==> src/rtl/simt_pkg.sv <==
package simt_pkg;

  typedef enum logic [1:0] {
    BR_NONE    = 2'd0,
    BR_UNIFORM = 2'd1,
    BR_DIVERGE = 2'd2
  } br_kind_e;

  typedef enum logic [1:0] {
    ST_RUN    = 2'd0,
    ST_SWITCH = 2'd1,
    ST_JOIN   = 2'd2
  } settle_kind_e;

endpackage

==> src/rtl/simt_branch_split.sv <==
module simt_branch_split
  import simt_pkg::*;
#(
  parameter int LANES = 32
) (
  input  logic             valid,
  input  logic [LANES-1:0] cur_mask,
  input  logic [LANES-1:0] taken,
  output logic [LANES-1:0] taken_lanes,
  output logic [LANES-1:0] fall_lanes,
  output br_kind_e         kind
);

  function automatic logic [LANES-1:0] lanes_taken(input logic [LANES-1:0] m,
                                                   input logic [LANES-1:0] t);
    return m & t;
  endfunction

  function automatic logic [LANES-1:0] lanes_fall(input logic [LANES-1:0] m,
                                                  input logic [LANES-1:0] t);
    return m & ~t;
  endfunction

  function automatic br_kind_e classify(input logic v,
                                        input logic [LANES-1:0] tl,
                                        input logic [LANES-1:0] fl);
    if (!v)                           return BR_NONE;
    else if (tl == '0 || fl == '0)    return BR_UNIFORM;
    else                              return BR_DIVERGE;
  endfunction

  always_comb begin
    taken_lanes = lanes_taken(cur_mask, taken);
    fall_lanes  = lanes_fall(cur_mask, taken);
    kind        = classify(valid, taken_lanes, fall_lanes);
  end

endmodule

==> src/rtl/simt_entry_stack.sv <==
module simt_entry_stack #(
  parameter int W     = 8,
  parameter int DEPTH = 8,
  localparam int CW   = $clog2(DEPTH + 1)
) (
  input  logic          clk,
  input  logic          rst_n,
  input  logic          push,
  input  logic [W-1:0]  push_data,
  input  logic          pop,
  input  logic          upd,
  input  logic [W-1:0]  upd_data,
  output logic [W-1:0]  top_data,
  output logic [CW-1:0] count,
  output logic          full,
  output logic          empty
);

  logic [CW-1:0] cnt_q;
  logic [W-1:0]  slots [DEPTH];

  for (genvar i = 0; i < DEPTH; i++) begin : g_slot
    logic [W-1:0] slot_q;
    always_ff @(posedge clk) begin
      if (!rst_n)                               slot_q <= '0;
      else if (push && cnt_q == CW'(i))         slot_q <= push_data;
      else if (upd && cnt_q == CW'(i + 1))      slot_q <= upd_data;
    end
    assign slots[i] = slot_q;
  end

  always_ff @(posedge clk) begin
    if (!rst_n)                 cnt_q <= '0;
    else if (push && !full)     cnt_q <= cnt_q + CW'(1);
    else if (pop && !empty)     cnt_q <= cnt_q - CW'(1);
  end

  always_comb begin
    top_data = '0;
    for (int i = 0; i < DEPTH; i++)
      if (cnt_q == CW'(i + 1)) top_data = slots[i];
  end

  assign count = cnt_q;
  assign full  = (cnt_q == CW'(DEPTH));
  assign empty = (cnt_q == '0);

endmodule

==> src/rtl/simt_reconv_stack.sv <==
module simt_reconv_stack
  import simt_pkg::*;
#(
  parameter int          LANES    = 32,
  parameter int          PC_W     = 32,
  parameter int          DEPTH    = 8,
  parameter logic [31:0] RESET_PC = 32'd0
) (
  input  logic             clk,
  input  logic             rst_n,
  input  logic             adv_valid,
  input  logic [PC_W-1:0]  adv_pc,
  input  logic             br_valid,
  input  logic [LANES-1:0] br_taken,
  input  logic [PC_W-1:0]  br_target,
  input  logic [PC_W-1:0]  br_fallthru,
  input  logic [PC_W-1:0]  br_reconv,
  output logic [PC_W-1:0]  pc_o,
  output logic [LANES-1:0] mask_o,
  output logic [LANES-1:0] wb_en_o,
  output logic             settle_o,
  output logic             overflow_o
);

  typedef struct packed {
    logic             second;
    logic [LANES-1:0] join_mask;
    logic [LANES-1:0] alt_mask;
    logic [PC_W-1:0]  rpc;
    logic [PC_W-1:0]  alt_pc;
  } ent_t;

  localparam int ENT_W = $bits(ent_t);
  localparam int CW    = $clog2(DEPTH + 1);

  logic [PC_W-1:0]  pc_q, pc_d;
  logic [LANES-1:0] mask_q, mask_d;
  logic             ovf_q, ovf_d;

  logic [LANES-1:0] taken_lanes, fall_lanes;
  br_kind_e         kind;
  settle_kind_e     skind;

  logic [ENT_W-1:0] top_raw;
  ent_t             top_ent, push_ent, upd_ent;
  logic [CW-1:0]    stk_cnt;
  logic             stk_full, stk_empty;

  logic at_rpc, br_go;
  logic evt_switch, evt_join, evt_uniform, evt_diverge, evt_overflow, evt_adv;
  logic [PC_W-1:0] uni_pc;

  simt_branch_split #(.LANES(LANES)) u_split (
    .valid       (br_valid),
    .cur_mask    (mask_q),
    .taken       (br_taken),
    .taken_lanes (taken_lanes),
    .fall_lanes  (fall_lanes),
    .kind        (kind)
  );

  assign top_ent = ent_t'(top_raw);

  always_comb begin
    at_rpc = !stk_empty && (pc_q == top_ent.rpc);
    if (!at_rpc)              skind = ST_RUN;
    else if (!top_ent.second) skind = ST_SWITCH;
    else                      skind = ST_JOIN;
  end

  assign evt_switch   = (skind == ST_SWITCH);
  assign evt_join     = (skind == ST_JOIN);
  assign br_go        = br_valid && !at_rpc;
  assign evt_uniform  = br_go && (kind == BR_UNIFORM);
  assign evt_diverge  = br_go && (kind == BR_DIVERGE) && !stk_full;
  assign evt_overflow = br_go && (kind == BR_DIVERGE) && stk_full;
  assign evt_adv      = adv_valid && !at_rpc && !br_valid;
  assign uni_pc       = (taken_lanes == '0) ? br_fallthru : br_target;

  always_comb begin
    push_ent.second    = 1'b0;
    push_ent.join_mask = mask_q;
    push_ent.alt_mask  = fall_lanes;
    push_ent.rpc       = br_reconv;
    push_ent.alt_pc    = br_fallthru;
    upd_ent            = top_ent;
    upd_ent.second     = 1'b1;
  end

  simt_entry_stack #(.W(ENT_W), .DEPTH(DEPTH)) u_stack (
    .clk       (clk),
    .rst_n     (rst_n),
    .push      (evt_diverge),
    .push_data (push_ent),
    .pop       (evt_join),
    .upd       (evt_switch),
    .upd_data  (upd_ent),
    .top_data  (top_raw),
    .count     (stk_cnt),
    .full      (stk_full),
    .empty     (stk_empty)
  );

  always_comb begin
    pc_d   = pc_q;
    mask_d = mask_q;
    ovf_d  = ovf_q | evt_overflow;
    if (evt_switch) begin
      pc_d   = top_ent.alt_pc;
      mask_d = top_ent.alt_mask;
    end else if (evt_join) begin
      mask_d = top_ent.join_mask;
    end else if (evt_diverge) begin
      pc_d   = br_target;
      mask_d = taken_lanes;
    end else if (evt_uniform) begin
      pc_d   = uni_pc;
    end else if (evt_adv) begin
      pc_d   = adv_pc;
    end
  end

  always_ff @(posedge clk) begin
    if (!rst_n) begin
      pc_q   <= RESET_PC[PC_W-1:0];
      mask_q <= '1;
      ovf_q  <= 1'b0;
    end else begin
      pc_q   <= pc_d;
      mask_q <= mask_d;
      ovf_q  <= ovf_d;
    end
  end

  assign pc_o       = pc_q;
  assign mask_o     = mask_q;
  assign settle_o   = at_rpc;
  assign wb_en_o    = at_rpc ? '0 : mask_q;
  assign overflow_o = ovf_q;

endmodule

==> config.mk <==
export PLATFORM = sky130hd
export DESIGN_NAME = simt_reconv_stack
export DESIGN_NICKNAME = d
export VERILOG_FILES = /design/src/rtl/simt_pkg.sv /design/src/rtl/simt_branch_split.sv /design/src/rtl/simt_entry_stack.sv /design/src/rtl/simt_reconv_stack.sv
export SDC_FILE = /design/constraint.sdc
export NUM_CORES = 2
export LEC_CHECK = 0
export ABC_AREA = 1
export BUFFER_PORTS_ARGS = -buffer_cell sky130_fd_sc_hd__clkbuf_2
export CORE_MARGIN = 5
export CORE_UTILIZATION = 40
export DETAILED_ROUTE_END_ITERATION = 12
export PLACE_DENSITY = 0.61
export SYNTH_ARGS = -nofsm -noshare
export SYNTH_HDL_FRONTEND = slang
export SYNTH_SLANG_ARGS = --single-unit
==> constraint.sdc <==
create_clock -name clk -period 12.4 [get_ports clk]
set_input_delay 3.72 -clock clk [delete_from_list [all_inputs] [get_ports clk]]
set_output_delay 3.72 -clock clk [all_outputs]
set_load 0.01 [all_outputs]
After elaboration in Yosys (flattened, before gate mapping). Index checks and enable logic that the tools add are counted.

Output and inout bits: 98. Register bits after elaboration: 1101. Input bits: 164. Logic and storage cells: 135.

Equality and inequality tests: 14. $add $sub $neg: 2. Reductions and logical operators: 54. Mux-type cells: 40. Bitwise logic cells: 5.

Operators by type and width (number): 128-bit two-way mux (16); 129-bit two-way mux (8); 32-bit two-way mux (10); 32-bit AND (2); 32-bit zero test (2); 32-bit equality test (1); 32-bit NOT (1); 1-bit logical AND (26); 2-bit nonzero test (9); 4-bit by 3-bit equality test with 1-bit output (second input constant) (4); 2-bit OR reduction (8); 4-bit by 2-bit equality test with 1-bit output (second input constant) (2); 2-bit two-way mux (4); 4-bit two-way mux (2); 4-bit by 1-bit adder with 4-bit output (second input constant) (1); 2-bit by 1-bit equality test with 1-bit output (second input constant) (2); 2-bit equality test (second input constant) (2); 4-bit by 1-bit equality test with 1-bit output (second input constant) (1); 4-bit equality test (second input constant) (1); 1-bit zero test (4); 4-bit zero test (1); 4-bit nonzero test (1); 4-bit by 1-bit subtractor with 4-bit output (second input constant) (1); 3-bit nonzero test (1); other kinds (5) (5).

Logic depth before layout (Yosys ltp).
Word-level depth: 19. Gate-level depth with buffers: 32. Gate-level depth less buffers: 28.

Cells and area by module. A second synthesis with hierarchy kept.

Cells, all modules: 9953. Area, all modules: 61255.0 sq um.

Modules (own cells, without submodules): simt_entry_stack (area each 54838.8 sq um, instances 1, cells an instance 8673, seq. area each 20739.9 sq um); simt_reconv_stack (area each 5550.3 sq um, instances 1, cells an instance 1054, seq. area each 1301.2 sq um); simt_branch_split (area each 865.8 sq um, instances 1, cells an instance 226, seq. area each 0.0 sq um).

Worst setup path after synthesis. Ideal clock, no wire load.

Path kind: register -> output. Start: register u_stack.cnt_q[0], in the netlist u_stack.count[0]. End: output wb_en_o[22]. Slack: 5.397 ns. Data arrival time: 3.283 ns. Required time: 8.680 ns. Path buffers: 7. Cell stages (with the launch flop): 24. Path through: dfxtp_1 inv_1 ha_1 buf_2 inv_1 nor2_1 inv_2 buf_2 buf_2 o21ai_0 o21ai_1 nand2_1 nand2_1 nand2_1 nand2_1 nand3_1 nor2_2 nand2_2 buf_2 inv_2 buf_2 buf_2 buf_2 nor2_1.

Longest elaborated chain between the ends: 12. Elaborated cells on any way between the ends: 21. Classes of those cells: eq/ne: 9; mux: 9; reduce/logical: 3.

Ends and longest elaborated chain: start, declared (RTL line simt_entry_stack.sv:19) `logic [CW-1:0] cnt_q;`; start signal, assigned (RTL line simt_entry_stack.sv:34) `else if (push && !full) cnt_q <= cnt_q + CW'(1);`; start signal, assigned (RTL line simt_entry_stack.sv:35) `else if (pop && !empty) cnt_q <= cnt_q - CW'(1);`; 4-bit by 1-bit equality test with 1-bit output (RTL line simt_entry_stack.sv:41) `if (cnt_q == CW'(i + 1)) top_data = slots[i];`; 129-bit two-way mux (8 in series) (RTL line simt_entry_stack.sv:41); 32-bit equality test (RTL line simt_reconv_stack.sv:65) `at_rpc = !stk_empty && (pc_q == top_ent.rpc);`; 1-bit logical AND (*) (RTL line simt_reconv_stack.sv:65); net settle_o (RTL line simt_reconv_stack.sv:21) `output logic settle_o,`; 32-bit two-way mux (*) (RTL line simt_reconv_stack.sv:138) `assign wb_en_o = at_rpc ? '0 : mask_q;`; end, declared (RTL line simt_reconv_stack.sv:20) `output logic [LANES-1:0] wb_en_o,`.

Mark *: on every way through the listed nets, which the timed path passes. The rest lies on a longest branch.

Worst setup path after layout.
Start: register u_stack.cnt_q[0], in the netlist u_stack.count[0]. End: output wb_en_o[15].

Longest elaborated chain between the ends: 12. Elaborated cells on any way between the ends: 21. Classes of those cells: eq/ne: 9; mux: 9; reduce/logical: 3.

Ends and longest elaborated chain (RTL line): 4-bit by 1-bit equality test with 1-bit output (simt_entry_stack.sv:41); 129-bit two-way mux (8 in series) (simt_entry_stack.sv:41); 32-bit equality test (simt_reconv_stack.sv:65); 1-bit logical AND (*) (simt_reconv_stack.sv:65); 32-bit two-way mux (*) (simt_reconv_stack.sv:138).

Mark *: on every way between the ends. The rest lies on a longest branch, timed or not.

==> flow_summary.toml <==
[global_route]
grt_pass1_wl_microns = 397000
grt_max_degree = 209
overflow = 0
grt_util_met3_pct = 8.42
antenna_found_initial = 19
grt_usage_pct = 34.2
grt_pass1_vias = 59696
grt_use_met1_pct = 43.5
met2_usage_pct = 52.7
grt.busiest_layer = "met2"

[pwr]
p_sw_mw = 2.46
peakVddDrop_mv = 0.116
power.leakage_nw = 24.8
pwr_density_cell_nw_per_um2 = 134
clkPwrFrac_pct = 44.2
switching_share_pct = 28.9
total_power_mw = 8.52
p_int_mw = 6.06
pwr-share-seq_pct = 44.1
power_frac_comb_pct = 11.7

[route]
drt.antenna.violating_nets = 0
wire_per_inst_microns = 25.4
drc = 0
drt-vias-per-instance = 6.05
routed_wl_microns = 276000
drt_iter0_markers = 9291
drtPass1Iterations = 7
vias = 65704

[clocking]
post_cts_buffers = 0
cts_buffer_depth = 3
clock_latency_ps = 750
ctsHtreeMaxLevel = 3
cts_sinks = 1101
post_cts_resized = 0
cts_tree = "yes"
clk_pin_slew_ps = 60
root_buffer = "clkbuf_16"
cts-buffers-inserted = 120
ctsHoldBuffers = 0

[place]
gp_congestion = 0.907
io_buffer_count = 261
dpl.cell_count = 10616
place_area_sq_um = 59400
dpl.hpwl_microns = 147000

[sta]
fin_setup_tns_ps = 0
min_period_over_period_pct = 83.3
period_needed_ps = 10330
rsz0062_at_grt = "no"
max_freq_mhz = 96.8
setup_viol = 0
tightest_slew_ps = 1330
slew_headroom_pct = 11.3
slew_viol_final = 0
hold_slack_ps = 453
hold_viol = 0
skew_ps = 23.1

[synth]
synth-seq-area-share_pct = 38.3
synth_area_leaders = "dfxtp_1, nand2_1, a21oi_1"
syn_area_sq_um = 57500
ys_types = 42
synth_top_cell_area_share_pct = 38.3
yosysWarnings = 0
yosys.area_share.simple_pct = 28.6
synth.largest_area_cell = "dfxtp_1"
synth_most_common_cell = "nand2_1"
yosys_register_bits = 1101
netlist_top_cells_count = "nand2_1, nor2_1, a21oi_1"
synth_top_family_by_area = "simple AND/OR/NAND/NOR gates"
mappedNetlistNets = 9251
muxShareOfSynthArea_pct = 0
synth_area_per_cell_sq_um = 6.33
synth-edff-count = 0
synth_compound_area_share_pct = 24.1
ys.flop_type = "dfxtp_1"
async_flop_share_pct = 0
synthXorXnorAreaFrac_pct = 0.0152
synthAdderAreaFrac_pct = 0.0870
synthCells = 9083

[floorplanning]
io_pins = 262
die_area_sq_um = 151000
die_y_microns = 389
fp.dieW_microns = 389
rows = 139
start_util_pct = 40.1
core_sq_um = 143000

[min_path]
hold_path_class = "reg2reg"
min_path_cells = 2
min-delay-start = "u_stack.g_slot[6].slot_q[32]"
hold_path_end = "u_stack.g_slot[6].slot_q[32]"

[critical_path]
r2r-start = "u_stack.count[0]"
cp_common_cell = "nand2_1"
critPathLaunchType = "register"
rrSetupSlack_ps = 3570
crit_path_max_incr_delay_ps = 970
path_delay_family = "buffers and inverters"
path_class = "reg2out"
reg2reg_depth = 27
worst_r2r_endpoint = "u_stack.g_slot[4].slot_q[85]"
path_cells = "inv_1 > ha_1 > buf_4 > nand2_2 > inv_6 > nand2_1 > nand3_1 > nand2_1 > nand2_1 > nand2_1 > nand2_1 > nand2_1 > nand2_1 > nand2_1 > nand2_1 > nand4_1 > nor2_1 > nand2_1 > nor2_2 > nand2_2 > inv_2 > buf_4 > nor2_1 > clkbuf_2"
crit_fanout = 73
critPathCaptureType = "output pin"
worstPathArrival_ps = 6610
crit_path_top_delay_cell = "inv_6"
crit_required_ps = 8680
crit_buf_inv = 6

[flow_run]
max-cap-violations = 0

[layout]
syn_to_final_growth_pct = 10.4
layout-drive-gt1-share_pct = 7.62
layout.cells.non_filler = 10853
nNetsFinal = 9003
final_cell_area_sq_um = 63500

[outcome]
status = "finished clean"
## tightest hold or removal path, cell delays in order, from the launching register on
cell	delay (ps)
dfxtp_1	290
inv_1	50
a21oi_1	60
## cell usage in the layout (no fill, tap or decap), types with 13 or more instances in the layout
cell type  Yosys  routed
nand2_1     2095    2082
o211ai_1      66      66
buf_4          5     105
nand3b_1      19      19
o22ai_1       34      34
a311oi_1      40      40
clkbuf_8       0      30
o21ai_0      763     763
a211oi_1      15      15
nand3_1      339     338
nor2_1      1469    1462
a22oi_1       63      63
inv_2         20      13
clkbuf_1     512      33
or2_2         46      46
nand4_1       65      65
nor2_4         4      20
or2_0         19      19
clkbuf_2       1     260
a221oi_1      81      81
diode_2        0      16
nor3_1        13      13
a31oi_1       89      89
o21ai_1      105     105
clkbuf_16      0     123
clkinv_2       0      22
a21oi_1     1294    1294
dfxtp_1     1101    1101
inv_1        533     532
## worst max path at each step
stage	startpoint	to	depth (start not counted)
after floorplan	u_stack.count[0]	wb_en_o[22]	23
after global placement	br_taken[7]	u_stack.g_slot[5].slot_q[18]	17
after detailed placement	br_taken[4]	u_stack.g_slot[5].slot_q[6]	17
after CTS	u_stack.count[0]	wb_en_o[5]	24
after global routing	u_stack.count[0]	wb_en_o[20]	24
final	u_stack.count[0]	wb_en_o[15]	24
## through the flow
step | utilization (%) | setup slack [ps]
after floorplan | - | 5400
after global placement | 41.5 | 3140
after detailed placement | 41.5 | 3160
after CTS | 44.3 | 2370
after global routing | 44.3 | 2070
final | 44.3 | 2070
## power groups by stage
stage / Sequential [mW] / Clock (mW) / Combinational, mW
2_1_floorplan: 3.77 / 0 / 0.572
3_3_place_gp: 3.83 / 0 / 0.948
3_5_place_dp: 3.83 / 0 / 0.956
4_1_cts: 3.75 / 3.76 / 0.960
5_1_grt: 3.76 / 3.91 / 1.05
6_report: 3.76 / 3.76 / 0.999
## layer usage
metal / share of wire, % / vias to the layer above / routed length (microns)
met5: 0.020 / - / 55
met4: 6.6 / 10 / 18100
met3: 13 / 1040 / 35500
met2: 43 / 4714 / 118000
met1: 38 / 30560 / 104000
li1: - / 29380 / -
## cells by family after synthesis
logic type / count (synthesis)
AOI/OAI and AO/OA: 2563
xor gates and xnor gates: 1
adders and majority gates: 4
buffers and inverters: 1302
DFF: 1101
and+or+nand+nor: 4112
## area by class of cell
type / instances / area (sq um)
clock buffer: 186 / 3610
fill: 14918 / 79800
antenna: 16 / 40.0
inverter: 554 / 2110
sequential: 1101 / 22000
clock inverter: 35 / 417
multi-input combinational: 6680 / 30600
timing repair buffer: 378 / 2340
tap: 1903 / 2380
## state kept, by name (all words and copies together), names as in the netlist
register	count
u_stack.g_slot.slot_q	1032
overflow_o	1
mask_o	32
u_stack.count	4
pc_o	32
Note: power is estimated with default switching activity, not from simulation.
